<file path="src/rtl/uop_pkg.sv">
package uop_pkg;

  localparam int OPC_W = 4;

  localparam logic [OPC_W-1:0] OPC_ADD  = 4'h1;
  localparam logic [OPC_W-1:0] OPC_ISZ  = 4'h2;
  localparam logic [OPC_W-1:0] OPC_CALL = 4'h3;
  localparam logic [OPC_W-1:0] OPC_HALT = 4'hF;

  // phase code; the encoding is visible at the top-level port
  typedef enum logic [1:0] {
    ICC_FETCH = 2'b00,
    ICC_IND   = 2'b01,
    ICC_EXEC  = 2'b10,
    ICC_INT   = 2'b11
  } icc_e;

  typedef enum logic [1:0] {MAR_HOLD, MAR_PC, MAR_EA, MAR_SAVE} mar_sel_e;
  typedef enum logic [1:0] {MBR_HOLD, MBR_MEM, MBR_PC, MBR_INC} mbr_sel_e;
  typedef enum logic [2:0] {PC_HOLD, PC_INC, PC_EA, PC_ISR, PC_SKIPZ} pc_op_e;

  // register transfers for one cycle
  typedef struct packed {
    mar_sel_e mar_sel;
    mbr_sel_e mbr_sel;
    pc_op_e   pc_op;
    logic     ir_ld;
    logic     ea_ld;
    logic     acc_add;
    logic     mem_rd;
    logic     mem_wr;
  } uop_ctl_t;

endpackage

</file>
<file path="src/rtl/uop_decode.sv">
module uop_decode
  import uop_pkg::*;
(
  input  icc_e             icc,
  input  logic [1:0]       step,
  input  logic [OPC_W-1:0] opc,
  input  logic             halted,
  output uop_ctl_t         ctl,
  output logic             last,
  output logic             halt_now
);

  always_comb begin
    ctl      = '0;
    last     = 1'b0;
    halt_now = 1'b0;
    if (!halted) begin
      unique case (icc)
        ICC_FETCH: begin
          unique case (step)
            2'd0: begin ctl.mar_sel = MAR_PC; ctl.mem_rd = 1'b1; end
            2'd1: begin ctl.mbr_sel = MBR_MEM; ctl.pc_op = PC_INC; end
            default: begin ctl.ir_ld = 1'b1; last = 1'b1; end
          endcase
        end
        ICC_IND: begin
          unique case (step)
            2'd0: begin ctl.mar_sel = MAR_EA; ctl.mem_rd = 1'b1; end
            2'd1: ctl.mbr_sel = MBR_MEM;
            default: begin ctl.ea_ld = 1'b1; last = 1'b1; end
          endcase
        end
        ICC_EXEC: begin
          unique case (opc)
            OPC_ADD: begin
              unique case (step)
                2'd0: begin ctl.mar_sel = MAR_EA; ctl.mem_rd = 1'b1; end
                2'd1: ctl.mbr_sel = MBR_MEM;
                default: begin ctl.acc_add = 1'b1; last = 1'b1; end
              endcase
            end
            OPC_ISZ: begin
              unique case (step)
                2'd0: begin ctl.mar_sel = MAR_EA; ctl.mem_rd = 1'b1; end
                2'd1: ctl.mbr_sel = MBR_MEM;
                2'd2: ctl.mbr_sel = MBR_INC;
                default: begin
                  ctl.mem_wr = 1'b1;
                  ctl.pc_op  = PC_SKIPZ;
                  last       = 1'b1;
                end
              endcase
            end
            OPC_CALL: begin
              unique case (step)
                2'd0: begin ctl.mar_sel = MAR_EA; ctl.mbr_sel = MBR_PC; end
                2'd1: begin ctl.pc_op = PC_EA; ctl.mem_wr = 1'b1; end
                default: begin ctl.pc_op = PC_INC; last = 1'b1; end
              endcase
            end
            OPC_HALT: begin
              last     = 1'b1;
              halt_now = 1'b1;
            end
            default: last = 1'b1;
          endcase
        end
        default: begin
          unique case (step)
            2'd0: ctl.mbr_sel = MBR_PC;
            2'd1: begin ctl.mar_sel = MAR_SAVE; ctl.pc_op = PC_ISR; end
            default: begin ctl.mem_wr = 1'b1; last = 1'b1; end
          endcase
        end
      endcase
    end
  end

endmodule

</file>
<file path="src/rtl/uop_seq.sv">
module uop_seq
  import uop_pkg::*;
#(
  parameter logic IE_RST = 1'b1
) (
  input  logic       clk,
  input  logic       rst,
  input  logic       irq,
  input  logic       last,
  input  logic       halt_now,
  input  logic       ind_word,
  output icc_e       icc,
  output logic [1:0] step,
  output logic       halted
);

  logic ie;

  always_ff @(posedge clk) begin
    if (rst) begin
      icc    <= ICC_FETCH;
      step   <= 2'd0;
      halted <= 1'b0;
      ie     <= IE_RST;
    end else if (!halted) begin
      if (last) begin
        step <= 2'd0;
        unique case (icc)
          ICC_FETCH: icc <= ind_word ? ICC_IND : ICC_EXEC;
          ICC_IND:   icc <= ICC_EXEC;
          ICC_EXEC: begin
            if (halt_now) begin
              halted <= 1'b1;
              icc    <= ICC_FETCH;
            end else if (irq && ie) begin
              icc <= ICC_INT;
              ie  <= 1'b0;
            end else begin
              icc <= ICC_FETCH;
            end
          end
          default:   icc <= ICC_FETCH;
        endcase
      end else begin
        step <= step + 2'd1;
      end
    end
  end

  // the indirect phase always hands over to execute
  a_r2_ind_to_exec: assert property (@(posedge clk) disable iff (rst)
    (icc == ICC_IND && last) |=> (icc == ICC_EXEC));

  // interrupt entry runs with the enable bit already cleared
  a_r9_ie_cleared: assert property (@(posedge clk) disable iff (rst)
    (icc == ICC_INT) |-> !ie);

  // a halt holds the phase at fetch, step 1
  a_r10_halt_hold: assert property (@(posedge clk) disable iff (rst)
    halted |=> (halted && icc == ICC_FETCH && step == 2'd0));

  // only execute may reach a fourth step
  a_r12_step_bound: assert property (@(posedge clk) disable iff (rst)
    (icc != ICC_EXEC) |-> (step <= 2'd2));

endmodule

</file>
<file path="src/rtl/uop_dpath.sv">
module uop_dpath
  import uop_pkg::*;
#(
  parameter int DW = 16,
  parameter int AW = 11,
  parameter logic [AW-1:0] SAVE_A = '0,
  parameter logic [AW-1:0] ISR_A  = '0
) (
  input  logic             clk,
  input  logic             rst,
  input  uop_ctl_t         ctl,
  input  logic [DW-1:0]    mem_rdata,
  output logic [AW-1:0]    mem_addr,
  output logic [DW-1:0]    mem_wdata,
  output logic [OPC_W-1:0] opc,
  output logic             ind_word,
  output logic [DW-1:0]    acc
);

  logic [AW-1:0] pc, mar, mar_nxt;
  logic [DW-1:0] mbr, ir;
  logic [AW-1:0] ea;

  assign ea = ir[AW-1:0];

  always_comb begin
    unique case (ctl.mar_sel)
      MAR_PC:   mar_nxt = pc;
      MAR_EA:   mar_nxt = ea;
      MAR_SAVE: mar_nxt = SAVE_A;
      default:  mar_nxt = mar;
    endcase
  end

  // a read presents the address being loaded into MAR so data lands next cycle
  assign mem_addr  = (ctl.mar_sel != MAR_HOLD) ? mar_nxt : mar;
  assign mem_wdata = mbr;
  assign opc       = ir[DW-1 -: OPC_W];
  assign ind_word  = mbr[AW];

  always_ff @(posedge clk) begin
    if (rst) begin
      pc  <= '0;
      mar <= '0;
      mbr <= '0;
      ir  <= '0;
      acc <= '0;
    end else begin
      mar <= mar_nxt;
      unique case (ctl.mbr_sel)
        MBR_MEM: mbr <= mem_rdata;
        MBR_PC:  mbr <= DW'(pc);
        MBR_INC: mbr <= mbr + DW'(1);
        default: ;
      endcase
      unique case (ctl.pc_op)
        PC_INC:   pc <= pc + AW'(1);
        PC_EA:    pc <= ea;
        PC_ISR:   pc <= ISR_A;
        PC_SKIPZ: if (mbr == '0) pc <= pc + AW'(1);
        default: ;
      endcase
      if (ctl.ir_ld)
        ir <= mbr;
      else if (ctl.ea_ld)
        ir[AW-1:0] <= mbr[AW-1:0];
      if (ctl.acc_add)
        acc <= acc + mbr;
    end
  end

  // strobes are exclusive
  a_r4_strobe_excl: assert property (@(posedge clk) disable iff (rst)
    !(ctl.mem_rd && ctl.mem_wr));

  // every read is followed by the buffer capture
  a_r4_rd_then_capture: assert property (@(posedge clk) disable iff (rst)
    ctl.mem_rd |=> (ctl.mbr_sel == MBR_MEM));

  // never load the buffer from memory while the IR copies it
  a_r3_no_mbr_conflict: assert property (@(posedge clk) disable iff (rst)
    !(ctl.mbr_sel == MBR_MEM && ctl.ir_ld));

  // zero result skips one word
  a_r7_skip_zero: assert property (@(posedge clk) disable iff (rst)
    (ctl.pc_op == PC_SKIPZ && mbr == '0) |=> (pc == $past(pc) + AW'(1)));

  // non-zero result does not skip
  a_r7_no_skip: assert property (@(posedge clk) disable iff (rst)
    (ctl.pc_op == PC_SKIPZ && mbr != '0) |=> $stable(pc));

endmodule

</file>
<file path="src/rtl/uop_ctrl_core.sv">
module uop_ctrl_core
  import uop_pkg::*;
#(
  parameter int          DW        = 16,
  parameter int unsigned SAVE_ADDR = 32'h7F0,
  parameter int unsigned ISR_ADDR  = 32'h7F1,
  parameter logic        IE_RST    = 1'b1,
  localparam int         AW        = DW - OPC_W - 1
) (
  input  logic          clk,
  input  logic          rst,
  input  logic          irq,
  output logic [AW-1:0] mem_addr,
  output logic          mem_rd,
  output logic          mem_wr,
  output logic [DW-1:0] mem_wdata,
  input  logic [DW-1:0] mem_rdata,
  output logic [1:0]    icc,
  output logic [DW-1:0] acc,
  output logic          halted
);

  icc_e             icc_q;
  logic [1:0]       step;
  uop_ctl_t         ctl;
  logic             last, halt_now, ind_word;
  logic [OPC_W-1:0] opc;

  uop_decode u_dec (
    .icc      (icc_q),
    .step     (step),
    .opc      (opc),
    .halted   (halted),
    .ctl      (ctl),
    .last     (last),
    .halt_now (halt_now)
  );

  uop_seq #(.IE_RST(IE_RST)) u_seq (
    .clk      (clk),
    .rst      (rst),
    .irq      (irq),
    .last     (last),
    .halt_now (halt_now),
    .ind_word (ind_word),
    .icc      (icc_q),
    .step     (step),
    .halted   (halted)
  );

  uop_dpath #(
    .DW     (DW),
    .AW     (AW),
    .SAVE_A (AW'(SAVE_ADDR)),
    .ISR_A  (AW'(ISR_ADDR))
  ) u_dp (
    .clk       (clk),
    .rst       (rst),
    .ctl       (ctl),
    .mem_rdata (mem_rdata),
    .mem_addr  (mem_addr),
    .mem_wdata (mem_wdata),
    .opc       (opc),
    .ind_word  (ind_word),
    .acc       (acc)
  );

  assign mem_rd = ctl.mem_rd;
  assign mem_wr = ctl.mem_wr;
  assign icc    = icc_q;

endmodule

</file>
<file path="config.mk">
export PLATFORM = sky130hd
export DESIGN_NAME = uop_ctrl_core
export DESIGN_NICKNAME = d
export VERILOG_FILES = /design/src/rtl/uop_pkg.sv /design/src/rtl/uop_decode.sv /design/src/rtl/uop_seq.sv /design/src/rtl/uop_dpath.sv /design/src/rtl/uop_ctrl_core.sv
export SDC_FILE = /design/constraint.sdc
export NUM_CORES = 1
export LEC_CHECK = 0
export BUFFER_PORTS_ARGS = -buffer_cell sky130_fd_sc_hd__buf_2
export CORE_UTILIZATION = 50
export CTS_BUF_LIST = sky130_fd_sc_hd__clkbuf_8
export CTS_CLUSTER_SIZE = 14
export DETAILED_ROUTE_END_ITERATION = 10
export GPL_TIMING_DRIVEN = 0
export PLACE_DENSITY = 0.78
export SLEW_MARGIN = 5
export SYNTH_ARGS = -nofsm -noshare
export SYNTH_HDL_FRONTEND = slang
export SYNTH_SLANG_ARGS = --single-unit
</file>
<file path="constraint.sdc">
create_clock -name clk -period 2.9 [get_ports clk]
set_input_delay 0 -clock clk [delete_from_list [all_inputs] [get_ports clk]]
set_output_delay 0 -clock clk [all_outputs]
set_load 0.02 [all_outputs]
</file>
# Word level (Yosys, flattened, before mapping)
# Index checks and enable logic that the tools add are counted.
# W data, S select, Z words.
# totals
reg_bits	76
inputBits	19
output_inout_bits	48
elab_cells	100
# classes
addsub	4
eq_ne	19
mux	49
bitwise_logic	2
reduce_logical	16
# op_table
cell	count
$pmux W16 S3	1
$mux W11	4
$pmux W11 S4	1
$pmux W11 S3	1
$pmux W4 S3	2
$mux W1	20
$add A16 B1 Y16 const B	1
$add A16 B16 Y16	1
$logic_not A16 Y1	1
$mux W2	7
$eq A2 B2 Y1 const B	6
$mux W12	1
$add A11 B1 Y11 const B	1
$pmux W3 S3	1
$eq A2 B1 Y1 const B	4
$eq A4 B2 Y1 const B	2
$mux W4	2
$pmux W1 S2	4
$pmux W2 S2	2
$reduce_or A2 Y1	4
$eq A3 B2 Y1 const B	2
$pmux W2 S3	1
$pmux W3 S2	1
$reduce_and A5 Y1	1
other kinds (15)	19

# Longest topological paths before layout
# logic_depth
ltp_word	9
depth_mapped	11

# By module
# From an unflattened synthesis, not the netlist that was laid out.
# unflattened
cells_unflattened	619
hier_area_um2	4837.1
# modules_own_cells
module	n_inst	cells_each	area_per_inst_um2	seq_area_each_um2
uop_dpath	1	530	4172.8	1381.3
uop_decode	1	61	407.9	0.0
uop_seq	1	28	256.5	120.1

# Worst setup path before layout
# No wires, ideal clock.
# synth_path
kind	flip-flop to flip-flop
from	register u_dp.mbr[0] (netlist: u_dp.mem_wdata[0])
to	register u_dp.acc[12]
setup_time_ns	0.062
arrival_ns	2.325
setup_slack_ns	0.513
stages_incl_launch_ff	11
period_less_slack_ns	2.387
cell_sequence	dfxtp_1 -> ha_1 -> inv_1 -> fa_1 -> nor2b_4 -> o211ai_2 -> a21boi_1 -> or2_4 -> or4b_1 -> a2111o_1 -> nand3_1
# synth_via
elab_chain_len	1
# synth_lines
item	line_no	rtl
from (decl)	uop_dpath.sv:21	logic [DW-1:0] mbr, ir;
from (signal assigned)	uop_dpath.sv:51	MBR_MEM: mbr <= mem_rdata;
from (signal assigned)	uop_dpath.sv:52	MBR_PC: mbr <= DW'(pc);
from (signal assigned)	uop_dpath.sv:53	MBR_INC: mbr <= mbr + DW'(1);
$add A16 B16 Y16	uop_dpath.sv:68	acc <= acc + mbr;
to (signal assigned)	uop_dpath.sv:68	
to (decl)	uop_dpath.sv:17	output logic [DW-1:0] acc
# No other way between the ends.
# A chain may end at the register's enable or synchronous reset.

# Worst setup path in the final report
# layout_path
from	register u_dp.mbr[0] (netlist: u_dp.mem_wdata[0])
to	register u_dp.acc[10]
# The elaborated chain is that of the path after synthesis.

==> summary.md <==
| Metric | Value |
|---|---|
| Final instance area | `5720 µm²` |
| Final-stage net count | `757` |
| Fmax | `369 MHz` |
| Top layer in use | `met4` |
| Largest family of logic cells by synthesized area | `compound AO/OA/AOI/OAI gates` |
| Setup ws final | `190 ps` |
| XOR/XNOR Fraction of Synth Area | `2.79%` |
| CP Data Required Time | `3160 ps` |
| Global-route wire length before repair | `24,400 µm` |
| Initial Util | `51.2%` |
| Post-CTS Setup Repair Bufs | `0` |
| DIE AREA | `10,400 µm²` |
| Yosys warns | `0` |
| Clock Tree Buf Depth | `2` |
| Die H | `102 µm` |
| Met3 wire len | `around 1300 µm` |
| Most frequent cells in the layout | `buf_2, nand2_1, dfxtp_1` |
| Pre-antenna DRT Iters | `5` |
| Critical-path top delay cell | `dfxtp_1` |
| Share of cells above drive strength 1 | `18.9%` |
| Minimum clock period | `2710 ps` |
| N_diodes | `0` |
| Post-Route Utilization | `58.8%` |
| Max-slew headroom | `36.2%` |
| Clk_skew | `13.4 ps` |
| Syn Nets | `675` |
| LEAKAGE | `2.38 nW` |
| Worst-Margin Slew | `between 900 and 1000 ps` |
| Critical path, cell by cell | `ha_1, inv_1, fa_1, nor2b_4, o211ai_2, a21boi_1, o21ai_0, a311oi_1, mux2i_1, nand2_1` |
| Synth Area in Simple Gates | `24.8%` |
| RSZ-0062 raised after global routing | `false` |
| Worst-Skew Late Latency | `370 ps` |
| Synth Area in Adders | `6.18%` |
| Met1 wire length | `6550 µm` |
| Clock tree sinks | `75` |
| Multi-input gate area | `3160 µm²` |
| Crit-path max cell delay | `between 500 and 600 ps` |
| Initial antenna violation count | `0` |
| Status | `completed` |
| CTS tree | `done` |
| Crit Path Max Fanout | `7` |
| Ys async rst share | `0%` |
| Reg2reg start | `u_dp.mem_wdata[0]` |
| Setup WS pre-CTS | `256 ps` |
| Port Buf Inserts | `between 60 and 70` |
| GRT Residual Overflow | `0` |
| Hold Crit Class | `in2reg` |
| Placer congestion estimate | `roughly 0.94` |
| Critical Path AT | `about 3000 ps` |
| GRT Total Usage | `30.8%` |
| Crit path from | `u_dp.mem_wdata[0]` |
| Fillers | `933` |
| Top Ports | `67` |
| Num CTS Buffers | `9` |
| Mapped Area | `4980 µm²` |
| Met2 routed WL | `6980 µm` |
| Initial detailed-routing violation count | `530` |
| Core Footprint | `around 9700 µm²` |
| Number of global-route vias before repair | `4,846` |
| Crit. End Element | `flip-flop` |
| Max-Cap Viols | `0` |
| FP Rows | `36` |
| Detailed Route WL | `between 15,000 and 20,000 µm` |
| Via density | `between 6 and 7` |
| PD cells | `853 nW/µm²` |
| H-tree depth | `3` |
| Fin crit share | `93.4%` |
| Primary FF master, synth | `dfxtp_1` |
| Final TNS setup | `0 ps` |
| Startpoint Class | `flip-flop` |
| DIE WIDTH | `102 µm` |
| Register Area | `1500 µm²` |
| Largest net degree at the start of global routing | `16` |
| Final Hold Violating Endpoints | `0` |
| Routed Antenna Nets | `0` |
| Post-DP Area | `~5500 µm²` |
| Via count | `5,259` |
| Post-synth EDFFs | `0` |
| Syn avg cell area | `7.88 µm²` |
| Root Driver | `clkbuf_8` |
| Peak supply drop | `0.000476 V` |
| Most common cell after layout, fill and taps aside | `buf_2` |
| Synth cell types | `80` |
| Seq cells post-synth | `75` |
| Clock transition at path regs | `around 90 ps` |
| Post-Synthesis Cells | `632` |
| Mux cell area share after synthesis | `under 10%` |
| DR WL/cell | `18.0 µm` |
| Compound-Gate Fraction of Synth Area | `26.0%` |
| DRC viols | `0` |
| Worst hold start | `mem_rdata[3]` |
| Area Growth Syn to Fin | `14.8%` |
| Max-slew violations | `0` |
| Sequential element share of the synthesized area | `between 30% and 40%` |
| DP HPWL | `11,500 µm` |
| Setup violation total in the final timing report | `0` |
| Crit path kind | `reg2reg` |
==> metrics by stage <==
stage / instances / power, mW / hold WS [ps]
3_3_place_gp: 830 / 3.97 / 281
3_5_place_dp: 830 / 4.04 / 272
5_1_grt: 852 / 5.19 / 31.5
2_1_floorplan: 632 / 3.31 / 150
6_report: 852 / 4.88 / 31.0
4_1_cts: 852 / 4.83 / 19.3
==> cell usage after synthesis (all sizes together), types with 3 or more instances <==
cell / n / share of area, %
o21a: 3 / 0.45
clkbuf: 17 / 1.3
inv: 22 / 1.7
and3: 10 / 1.4
nand2: 79 / 6.0
a21o: 4 / 0.60
nor3b: 7 / 1.1
xnor2: 7 / 1.2
a21oi: 71 / 7.5
nor3: 19 / 2.1
a22oi: 7 / 1.1
nor4: 9 / 1.4
a221o: 3 / 0.60
a311oi: 6 / 1.1
nor2: 57 / 4.3
o2bb2ai: 4 / 0.70
nand4: 7 / 0.88
o22ai: 8 / 1.1
xor2: 8 / 1.6
a211oi: 15 / 2.5
ha: 23 / 5.8
dfxtp: 75 / 30
buf: 26 / 3.5
nand2b: 3 / 0.38
nand3: 26 / 2.6
mux2i: 17 / 3.4
a221oi: 8 / 1.7
o211ai: 4 / 0.80
a31oi: 5 / 0.63
o21ai: 28 / 2.9
nand3b: 7 / 1.1
nor2b: 7 / 1.0
or2: 7 / 0.93
==> final timing paths <==
| path | to | slack (ps) | cells after the start |
|---|---|---|---|
| worst min-delay path | u_dp.mem_wdata[3] | 30 | 3 |
| worst max register to register | u_dp.acc[10] | 190 | 10 |
| worst max-delay path | u_dp.acc[10] | 190 | 10 |
| worst min register to register | u_seq.ie | 460 | 1 |
==> where the power goes <==
part / internal, mW / switching [mW] / leakage (nW)
logic: 0.922 / 1.67 / 1.68
registers: 1.22 / 0.285 / 0.609
clock network: 0.325 / 0.453 / 0.0925
==> area by class of cell <==
cell class              instances  share of cell area, %
plain buffers                  43                   4.14
clock buffers                   9                   2.17
clock inverters                 7                   1.03
inverters                      22                   1.44
multi-input cells             492                   55.3
flip-flops and latches         75                   26.3
well taps                     133                   2.91
repair buffers                 71                   6.74
==> repair_timing <==
action,4_1_cts,5_1_grt
hold buffers,6,0
endpoints found under the setup margin,0,8
hold endpoints to repair,6,0
gates resized for setup,0,1
==> sequential cells by signal (all words and copies together) (netlist names) <==
register        cells
u_dp.pc            11
u_seq.halted        1
u_dp.mem_wdata     16
u_dp.ir            15
u_dp.acc           16
u_seq.ie            1
u_dp.mar           11
u_seq.icc           2
u_seq.step          2
==> kinds of logic after synthesis <==
group / after synthesis
AOI/OAI and AO/OA: 187
xor gates and xnor gates: 15
adders and majority gates: 24
buffers and inverters: 65
DFF: 75
muxes: 18
and+or+nand+nor: 248
==> per-layer routing <==
| layer | up-vias | track usage, % |
|---|---|---|
| met5 | - | 0 |
| met4 | 0 | 14.0 |
| met3 | 41 | 5.80 |
| met2 | 248 | 48.6 |
| met1 | 2493 | 40.7 |
| li1 | 2477 | - |
==> worst max-delay path: cells and delay by family, from the launching register on <==
family	cells	cell delay [ps]
flops	1	550
compound gates	4	880
mux	1	230
simple gates	2	230
fa+ha+maj	2	660
buf+inv	1	60
Note: power is estimated with default switching activity, not from simulation.
